### src/rtl/smn_pkg.sv
package smn_pkg;

  typedef enum logic [4:0] {
    ST_START   = 5'h00,
    ST_ZERO    = 5'h05,
    ST_HEALTH  = 5'h06,
    ST_FAIL    = 5'h09,
    ST_SECURE  = 5'h0A,
    ST_NONSEC  = 5'h0C
  } smn_state_e;

  typedef logic [1:0] smn_addr_t;

  localparam smn_addr_t A_CMD        = 2'd0;
  localparam smn_addr_t A_SEQ_BEGIN  = 2'd1;
  localparam smn_addr_t A_SEQ_FINAL  = 2'd2;
  localparam smn_addr_t A_SEQ_VERIFY = 2'd3;

  localparam int B_ALARM    = 0;
  localparam int B_IRQ_EN   = 1;
  localparam int B_BANK_CLR = 2;
  localparam int B_IRQ_CLR  = 3;
  localparam int B_TAMPER   = 4;

  localparam int CMD_BITS = 5;

endpackage

### src/rtl/smn_zero_timer.sv
module smn_zero_timer #(
  parameter int CYCLES = 16
) (
  input  logic clk,
  input  logic rst_n,
  input  logic run,
  output logic done
);
  localparam int CW = (CYCLES > 1) ? $clog2(CYCLES) : 1;
  localparam logic [CW-1:0] LAST = CW'(CYCLES - 1);

  logic [CW-1:0] cnt_q;

  assign done = run && (cnt_q == LAST);

  always_ff @(posedge clk or negedge rst_n) begin
    if (!rst_n)        cnt_q <= '0;
    else if (!run)     cnt_q <= '0;
    else if (!done)    cnt_q <= cnt_q + 1'b1;
  end

  AST_ZERO_CNT_BOUND: assert property (@(posedge clk) disable iff (!rst_n)
    cnt_q <= LAST) else $error("zeroize counter overran");

endmodule

### src/rtl/smn_seq_check.sv
module smn_seq_check
  import smn_pkg::*;
#(
  parameter int              DATA_W    = 16,
  parameter logic [DATA_W-1:0] START_KEY = 'hAAAA,
  parameter logic [DATA_W-1:0] END_KEY   = 'h5555
) (
  input  logic              clk,
  input  logic              rst_n,
  input  logic              armed,
  input  logic              wr_en,
  input  smn_addr_t         wr_addr,
  input  logic [DATA_W-1:0] wr_data,
  output logic              verdict_valid,
  output logic              verdict_pass
);
  typedef enum logic [1:0] {STEP_IDLE, STEP_HAVE_BEGIN, STEP_HAVE_FINAL} step_e;

  step_e             step_q;
  logic [DATA_W-1:0] begin_q;
  logic [DATA_W-1:0] final_q;
  logic              seq_wr;

  assign seq_wr = armed && wr_en && (wr_addr != A_CMD);

  always_comb begin
    verdict_valid = 1'b0;
    verdict_pass  = 1'b0;
    if (seq_wr) begin
      unique case (wr_addr)
        A_SEQ_BEGIN:  verdict_valid = (step_q != STEP_IDLE);
        A_SEQ_FINAL:  verdict_valid = (step_q != STEP_HAVE_BEGIN);
        A_SEQ_VERIFY: begin
          verdict_valid = 1'b1;
          verdict_pass  = (step_q == STEP_HAVE_FINAL) && (wr_data == final_q)
                          && (begin_q == START_KEY) && (final_q == END_KEY);
        end
        default: verdict_valid = 1'b0;
      endcase
    end
  end

  always_ff @(posedge clk or negedge rst_n) begin
    if (!rst_n) begin
      step_q  <= STEP_IDLE;
      begin_q <= '0;
      final_q <= '0;
    end else if (!armed) begin
      step_q  <= STEP_IDLE;
    end else if (seq_wr && !verdict_valid) begin
      if (wr_addr == A_SEQ_BEGIN) begin
        begin_q <= wr_data;
        step_q  <= STEP_HAVE_BEGIN;
      end else if (wr_addr == A_SEQ_FINAL) begin
        final_q <= wr_data;
        step_q  <= STEP_HAVE_FINAL;
      end
    end
  end

  AST_VERDICT_ENDS_CHECK: assert property (@(posedge clk) disable iff (!rst_n)
    verdict_valid |=> !armed) else $error("verdict did not leave health");

endmodule

### src/rtl/smn_irq_ctrl.sv
module smn_irq_ctrl (
  input  logic clk,
  input  logic rst_n,
  input  logic state_change,
  input  logic cmd_wr,
  input  logic cmd_en_bit,
  input  logic cmd_clr_bit,
  output logic pending,
  output logic irq
);
  logic pending_q;
  logic enable_q;

  always_ff @(posedge clk or negedge rst_n) begin
    if (!rst_n) begin
      pending_q <= 1'b0;
      enable_q  <= 1'b0;
    end else begin
      if (state_change)                  pending_q <= 1'b1;
      else if (cmd_wr && cmd_clr_bit)    pending_q <= 1'b0;
      if (cmd_wr)                        enable_q  <= cmd_en_bit;
    end
  end

  assign pending = pending_q;
  assign irq     = pending_q & enable_q;

  AST_SET_BEATS_CLEAR: assert property (@(posedge clk) disable iff (!rst_n)
    state_change |=> pending) else $error("state change lost");

endmodule

### src/rtl/smn_monitor.sv
module smn_monitor
  import smn_pkg::*;
#(
  parameter int                ZERO_CYCLES = 16,
  parameter int                DATA_W      = 16,
  parameter logic [DATA_W-1:0] START_KEY   = 'hAAAA,
  parameter logic [DATA_W-1:0] END_KEY     = 'h5555
) (
  input  logic              clk,
  input  logic              rst_n,
  input  logic              wr_en,
  input  logic [1:0]        wr_addr,
  input  logic [DATA_W-1:0] wr_data,
  input  logic              alarm_in,
  output logic [4:0]        state_code,
  output logic              secret_key_sel,
  output logic              mem_blocked,
  output logic              irq_pending,
  output logic              irq,
  output logic              tamper_locked
);
  smn_state_e state_q, state_d;
  logic       cmd_wr;
  logic       any_alarm;
  logic       zero_done;
  logic       verdict_valid, verdict_pass;
  logic       state_change;
  logic       tamper_q;

  assign cmd_wr    = wr_en && (wr_addr == A_CMD);
  assign any_alarm = alarm_in || (cmd_wr && wr_data[B_ALARM]);

  smn_zero_timer #(.CYCLES(ZERO_CYCLES)) u_zero (
    .clk   (clk),
    .rst_n (rst_n),
    .run   (state_q == ST_ZERO),
    .done  (zero_done)
  );

  smn_seq_check #(
    .DATA_W    (DATA_W),
    .START_KEY (START_KEY),
    .END_KEY   (END_KEY)
  ) u_seq (
    .clk           (clk),
    .rst_n         (rst_n),
    .armed         (state_q == ST_HEALTH),
    .wr_en         (wr_en),
    .wr_addr       (wr_addr),
    .wr_data       (wr_data),
    .verdict_valid (verdict_valid),
    .verdict_pass  (verdict_pass)
  );

  always_comb begin
    state_d = state_q;
    unique case (state_q)
      ST_START:  state_d = ST_ZERO;
      ST_ZERO:   if (zero_done) state_d = ST_HEALTH;
      ST_HEALTH: begin
        if (any_alarm)          state_d = ST_FAIL;
        else if (verdict_valid) state_d = verdict_pass ? ST_SECURE : ST_NONSEC;
      end
      ST_SECURE, ST_NONSEC: if (any_alarm) state_d = ST_FAIL;
      ST_FAIL:   state_d = ST_FAIL;
      default:   state_d = ST_FAIL;
    endcase
  end

  assign state_change = (state_d != state_q);

  always_ff @(posedge clk or negedge rst_n) begin
    if (!rst_n) begin
      state_q  <= ST_START;
      tamper_q <= 1'b0;
    end else begin
      state_q <= state_d;
      if (cmd_wr && wr_data[B_TAMPER]) tamper_q <= 1'b1;
    end
  end

  smn_irq_ctrl u_irq (
    .clk          (clk),
    .rst_n        (rst_n),
    .state_change (state_change),
    .cmd_wr       (cmd_wr),
    .cmd_en_bit   (wr_data[B_IRQ_EN]),
    .cmd_clr_bit  (wr_data[B_IRQ_CLR]),
    .pending      (irq_pending),
    .irq          (irq)
  );

  assign state_code     = state_q;
  assign secret_key_sel = (state_q == ST_SECURE);
  assign mem_blocked    = !((state_q == ST_SECURE) || (state_q == ST_NONSEC));
  assign tamper_locked  = tamper_q;

  AST_FAIL_TERMINAL: assert property (@(posedge clk) disable iff (!rst_n)
    state_q == ST_FAIL |=> state_q == ST_FAIL) else $error("left fail");

  AST_SECURE_ONLY_FROM_HEALTH: assert property (@(posedge clk) disable iff (!rst_n)
    (state_q == ST_SECURE && $past(state_q) != ST_SECURE) |-> $past(state_q) == ST_HEALTH)
    else $error("secure entered from wrong state");

  AST_HEALTH_AFTER_ZERO: assert property (@(posedge clk) disable iff (!rst_n)
    (state_q == ST_HEALTH && $past(state_q) != ST_HEALTH) |-> $past(state_q) == ST_ZERO)
    else $error("health entered without zeroize");

  AST_CHANGE_SETS_PENDING: assert property (@(posedge clk) disable iff (!rst_n)
    (state_q != $past(state_q)) |-> irq_pending) else $error("pending not set");

  AST_KEY_NEEDS_UNBLOCK: assert property (@(posedge clk) disable iff (!rst_n)
    !(secret_key_sel && mem_blocked)) else $error("key used while blocked");

  AST_TAMPER_STICKY: assert property (@(posedge clk) disable iff (!rst_n)
    tamper_locked |=> tamper_locked) else $error("tamper lock dropped");

endmodule

### config.mk
export PLATFORM = sky130hd
export DESIGN_NAME = smn_monitor
export DESIGN_NICKNAME = d
export VERILOG_FILES = /design/src/rtl/smn_pkg.sv /design/src/rtl/smn_zero_timer.sv /design/src/rtl/smn_seq_check.sv /design/src/rtl/smn_irq_ctrl.sv /design/src/rtl/smn_monitor.sv
export SDC_FILE = /design/constraint.sdc
export NUM_CORES = 1
export LEC_CHECK = 0
export ABC_AREA = 0
export ABC_CLOCK_PERIOD_IN_PS = 5400
export BUFFER_PORTS_ARGS = -buffer_cell sky130_fd_sc_hd__buf_2
export CELL_PAD_IN_SITES_DETAIL_PLACEMENT = 0
export CELL_PAD_IN_SITES_GLOBAL_PLACEMENT = 1
export CORE_MARGIN = 1
export CORE_UTILIZATION = 40
export DETAILED_ROUTE_END_ITERATION = 8
export PLACE_DENSITY_LB_ADDON = 0.2
export SYNTH_ARGS = -nofsm -noshare
export SYNTH_HDL_FRONTEND = slang
export SYNTH_SLANG_ARGS = --single-unit
export TNS_END_PERCENT = 30
### constraint.sdc
create_clock -name clk -period 5.4 [get_ports clk]
set_clock_uncertainty 0.15 [all_clocks]
set_input_delay 0.81 -clock clk [delete_from_list [all_inputs] [get_ports clk]]
set_output_delay 0.81 -clock clk [all_outputs]
set_load 0.05 [all_outputs]
==> impl_metrics.yaml, run 1 <==
power_and_ir_drop:
  intPower_mw: 0.5238
  leakage_nw: 1.387
  swShare_pct: 22.64
  p_sw_mw: 0.1533
  power_frac_comb_pct: 8.8
  power_density_nw_per_um2: 242.6
  pwr-share-clk_pct: 38.3
  p_seq_share_pct: 52.8
  vdd_drop_max_mv: 0.1134
  power.total_mw: 0.6771
cells_and_area:
  fin_util_pct: 46.87
  final_cells: 305
  nFillCells: 607
  fin_area_um2: 2791
  num_antenna_cells: 0
  nNetsFinal: 259
  area_delta_synth_final_pct: 12.45
  layout-drive-gt1-share_pct: 35.22
synth:
  syn_inst: 198
  yosysUniqueCellTypes: 41
  synth_nets: 227
  postSynth.asyncResetShare_pct: 100.0
  synth.largest_area_cell: "dfrtp_1"
  synth_edf_count: 0
  seq_area_frac_synth_pct: 46.37
  yosysWarnings: 0
  ys.flop_type: "dfrtp_1"
  synth.top_cells.by_area: "dfrtp_1 (46%), mux2_4 (12%), mux2_2 (5.9%)"
  avgSynthCellArea_um2: 12.54
  syn_area_um2: 2482
  synth_top_area_share_pct: 46.37
  ys_ff_latch: 46
detailed_routing:
  initialDrtViolationCount: 64
  drcViolationCount: 0
  antenna_left: 0
  wirelength_mm: 4.756
  dr.pass1.iters: 4
  vias_per_cell: 5.252
  vias: 1602
  wl_per_cell_um: 15.59
cts:
  htree_levels: 2
  cts_sinks: 46
  tritoncts.num_buffers: 5
  clockBufferDepth: 2
  cts_setup_buffers: 0
  cts.repair.resized: 0
  cts_tree: "done"
  root_buffer: "clkbuf_8"
  insertion_delay_ns: 0.30
  cts.clk_slew.worst_paths_ns: 0.08
  hold_buffers: 0
global_route:
  grt_usage_pct: 16.55
  grt_pass1_vias: 1646
  grt_max_degree: 47
  antenna_found_initial: 0
  grt_pass1_wl_mm: 8.004
  overflow: 0
setup_path:
  max_stage_delay_ns: 0.56
  crit_slowest_cell: "a211oi_1"
  crit_path_max_fanout: 16
  end_kind: "flop"
  worst_setup_path_start_kind: "input pin"
  cp.required_ns: 5.44
  crit_chain: "buf_2, inv_1, ha_1, mux2i_1, a211oi_1, nor3b_4, nand2_4, mux2_2"
  worstSetupPathType: "in -> reg"
  arrival_ns: 2.79
placed_design:
  gp_congestion: 0.7954
  place_inst: 298
  place_hpwl_mm: 3.382
  portBuffers: 31
  place_ws_ns: 2.347
  place_area_um2: 2679
timing:
  hold_slack_ns: 0.3498
  rsz0062_at_grt: "false"
  hold_violations: 0
  tightestPinTransition_ns: 1.032
  slew_violations: 0
  setup_viol_count_final: 0
  fmax_mhz: 363.0
  finalCritPeriodShare_pct: 51.01
  layout_min_cycle_time_ns: 2.755
  worst_slack_ns: 2.645
  relSlewSlack_pct: 31.17
  tns_ns: 0
flow_run:
  cap_violations: 0
min_path:
  worstHoldPathType: "reg -> reg"
floorplan:
  std_cell_rows: 28
  die_w_um: 80.78
  dieArea_um2: 6525
  die_y_um: 80.78
  pin_count: 32
  initial_core_util_pct: 41.68
  coreArea_um2: 5956
status:
  status: "finished clean"
[power by group through the flow]
stage	Sequential, mW	Combinational (mW)	Clock [mW]
5_1_grt	0.359	0.0662	0.285
3_3_place_gp	0.365	0.0603	0
6_report	0.358	0.0598	0.260
3_5_place_dp	0.364	0.0608	0
2_1_floorplan	0.366	0.0298	0
4_1_cts	0.358	0.0613	0.268
[flip-flops by register name (all words and copies together), names as in the netlist]
name	cells
u_seq.final_q	16
tamper_locked	1
u_irq.enable_q	1
u_seq.step_q	2
u_zero.cnt_q	4
u_irq.pending	1
state_code	5
u_seq.begin_q	16
[cell usage in the layout, fill, tap and decap left out, types with 5 or more instances in the layout]
cell	Yosys	routed
xor2_1	7	7
mux2_2	13	13
clkbuf_8	0	6
nand3_1	6	6
ha_1	7	7
mux2_4	20	20
nor3_1	5	5
a21oi_1	5	5
dfrtp_1	46	46
xnor2_1	9	9
nor4_1	6	6
nor2_1	9	9
buf_2	0	31
nand2_1	10	10
[synthesized netlist by cell type (2+ instances only)]
cell	number
and3b_1	2
xor2_1	7
nand2b_1	2
ha_1	7
nor3b_4	2
and4b_1	3
mux2_4	20
inv_1	2
buf_6	4
o21ai_0	2
a21oi_1	5
nand4_1	4
nand3_1	6
nor4bb_1	2
nor2_1	9
nand2_4	2
nand2_1	10
a31o_2	4
clkbuf_1	2
nor3_1	5
a211oi_1	2
mux2_2	13
xnor2_1	9
nor4_1	6
a31oi_1	2
mux2i_1	2
dfrtp_1	46
nand3b_1	3
nor4b_1	3
[worst paths after layout]
check / start / endpoint / slack (ns) / depth (start not counted)
max: wr_addr[1] / u_seq.begin_q[14]$_DFFE_PN0P_ / 2.65 / 8
min: tamper_locked$_DFFE_PN0P_ / tamper_locked$_DFFE_PN0P_ / 0.35 / 1
max reg2reg: state_code[2]$_DFF_PN0_ / u_seq.begin_q[7]$_DFFE_PN0P_ / 3.10 / 5
min reg2reg: tamper_locked$_DFFE_PN0P_ / tamper_locked$_DFFE_PN0P_ / 0.35 / 1
max in group asynchronous: rst_n / tamper_locked$_DFFE_PN0P_ / 3.93 / 1
min in group asynchronous: rst_n / u_seq.final_q[11]$_DFFE_PN0P_ / 0.54 / 1
[cell type report]
class / instances / area (um^2) / share of cell area [%]
repair buffers: 31 / 155.1 / 5.558
inverters: 2 / 7.507 / 0.2689
well taps: 75 / 93.84 / 3.362
clock buffers: 6 / 82.58 / 2.958
multi-input cells: 144 / 1271 / 45.54
clock inverters: 1 / 30.03 / 1.076
flip-flops and latches: 46 / 1151 / 41.24
[critical path: cells and delay by family]
| family | cells | cell delay [ns] |
|---|---|---|
| mux | 2 | 0.48 |
| simple gates | 2 | 0.44 |
| buf+inv | 2 | 0.22 |
| compound gates | 1 | 0.56 |
| fa+ha+maj | 1 | 0.27 |
[routing by layer]
layer / wire length, um / track usage (%)
met3: 159 / 3.371
met1: 2342 / 21.77
met5: 0 / 0
met2: 2196 / 26.27
met4: 58 / 7.500
[logic make-up (layout without fill, tap and decap cells)]
| family | Yosys count | count (layout) | synth area share, % |
|---|---|---|---|
| simple gates | 66 | 66 | 17.74 |
| flops | 46 | 46 | 46.37 |
| mux | 35 | 35 | 18.80 |
| compound gates | 19 | 19 | 5.342 |
| xor+xnor | 16 | 16 | 5.645 |
| buf+inv | 8 | 40 | 2.419 |
| fa+ha+maj | 7 | 7 | 3.528 |
| other cells | 1 | 1 | 0.1511 |
Power figures use the tool's default switching activity.
==> run 2, diff against run 1 <==
ABC_CLOCK_PERIOD_IN_PS = 2760   (was 5400)
clock period = 2.76 ns   (was 5.4 ns; I/O delays follow)
==> impl_metrics.yaml, run 2 (same netlist as run 1, synthesis figures left out) <==
cts:
  root_buffer: "clkbuf_8"
  cts.clk_slew.worst_paths_ns: 0.08
  cts_sinks: 46
  clockBufferDepth: 2
  cts.repair.resized: 0
  cts_tree: "done"
  htree_levels: 2
  tritoncts.num_buffers: 5
  insertion_delay_ns: 0.29
setup_path:
  end_kind: "flop"
  crit_path_max_fanout: 16
  max_stage_delay_ns: 0.35
  arrival_ns: 2.27
  crit_chain: "buf_2, inv_1, ha_1, nor3_1, a211oi_1, buf_4, nor3b_4, nand2_4, mux2_4"
  worstSetupPathType: "in -> reg"
  cp.required_ns: 2.79
  crit_slowest_cell: "nor3b_4"
  worst_setup_path_start_kind: "input pin"
  r2r_slack_ns: 0.56
detailed_routing:
  wirelength_mm: 4.818
  dr.pass1.iters: 6
  antenna_left: 0
  initialDrtViolationCount: 49
  wl_per_cell_um: 15.44
  vias_per_cell: 5.224
  vias: 1630
  drcViolationCount: 0
placed_design:
  place_hpwl_mm: 3.543
  gp_congestion: 0.8220
  portBuffers: 31
global_route:
  met1_usage_pct: 22.33
  antenna_found_initial: 0
  grt_max_degree: 21
  met3_usage_pct: 4.157
  grt_busiest_layer: "met2"
  met2_usage_pct: 27.97
  overflow: 0
  grt_pass1_vias: 1719
  grt_usage_pct: 17.30
  grt_pass1_wl_mm: 8.293
timing:
  hold_violations: 0
  fmax_mhz: 447.7
  tightestPinTransition_ns: 0.5364
  setup_viol_count_final: 0
  finalCritPeriodShare_pct: 80.93
  rsz0062_at_grt: "false"
  layout_min_cycle_time_ns: 2.234
  relSlewSlack_pct: 63.91
  tns_ns: 0
  slew_violations: 0
power_and_ir_drop:
  leakage_nw: 1.411
  power_density_nw_per_um2: 464.4
  vdd_drop_max_mv: 0.1919
floorplan:
  std_cell_rows: 28
  dieArea_um2: 6525
  die_y_um: 80.78
  pin_count: 32
  initial_core_util_pct: 41.68
  coreArea_um2: 5956
  die_w_um: 80.78
cells_and_area:
  layout-drive-gt1-share_pct: 35.86
  fin_util_pct: 47.56
  nFillCells: 559
  nNetsFinal: 265
  num_antenna_cells: 0
  layout_commonest_cell: "dfrtp_1"
  area_delta_synth_final_pct: 14.11
  layout_common_cells: "dfrtp_1 (46), buf_2 (31), mux2_4 (20)"
status:
  status: "finished clean"
flow_run:
  cap_violations: 0
min_path:
  worstHoldPathType: "in -> reg"
-- run 2: what timing repair did --
item                                   in CTS  in global routing
endpoints found under the hold margin       6                  0
buffers inserted                            0                  0
hold buffers                                1                  0
-- run 2: cell type report --
class | count | area (um^2) | share of cell area, %
Clock buffer | 7 | 76.32 | 2.694
Clock inverter | 1 | 30.03 | 1.060
Inverter | 2 | 7.507 | 0.2650
Multi-Input combinational cell | 144 | 1271 | 44.88
Sequential cell | 46 | 1151 | 40.64
Tap cell | 75 | 93.84 | 3.313
Timing Repair Buffer | 37 | 202.7 | 7.155
-- run 2: through the flow --
stage          worst slack [ns]  std cells  cell area (um^2)  total power, mW  hold slack (ns)
2_1_floorplan            0.3693        198              2482           0.7752         -0.03159
3_5_place_dp             0.2293        303              2716           0.8371           0.1112
3_3_place_gp             0.2862        303              2716           0.8353           0.1076
6_report                 0.5263        312              2833            1.316           0.2313
5_1_grt                  0.4510        312              2833            1.379           0.2237
4_1_cts                  0.5363        312              2833            1.338           0.2257
-- run 2: critical path, delay by kind of cell --
family	cells	cell delay, ns
multiplexers	1	0.35
AO/OA/AOI/OAI	1	0.08
AND/OR/NAND/NOR	3	0.81
adder cells (fa/ha/maj)	1	0.25
buffers and inverters	3	0.34
-- run 2: layer usage --
metal / part of all wire (%) / vias to the layer above / routed length [um]
met3: 4.1 / 5 / 198
li1: - / 794 / -
met1: 48 / 795 / 2295
met4: 1.2 / 0 / 57
met2: 47 / 36 / 2268
met5: 0 / - / 0
-- run 2: path summary, 6_finish.rpt --
kind / start / endpoint / cells past startpoint
setup / recovery: wr_addr[1] / u_seq.begin_q[7]$_DFFE_PN0P_ / 9
hold / removal: wr_data[15] / u_seq.begin_q[15]$_DFFE_PN0P_ / 2
setup reg to reg: state_code[4]$_DFF_PN0_ / u_seq.begin_q[7]$_DFFE_PN0P_ / 5
hold reg to reg: tamper_locked$_DFFE_PN0P_ / tamper_locked$_DFFE_PN0P_ / 1
max in group asynchronous: rst_n / u_seq.begin_q[1]$_DFFE_PN0P_ / 3
min in group asynchronous: rst_n / u_seq.begin_q[11]$_DFFE_PN0P_ / 2
-- run 2: report_power, final --
group          switching (mW)  total [mW]  internal [mW]
clock                   0.222       0.493          0.271
sequential             0.0121       0.700          0.688
combinational          0.0709       0.122         0.0510
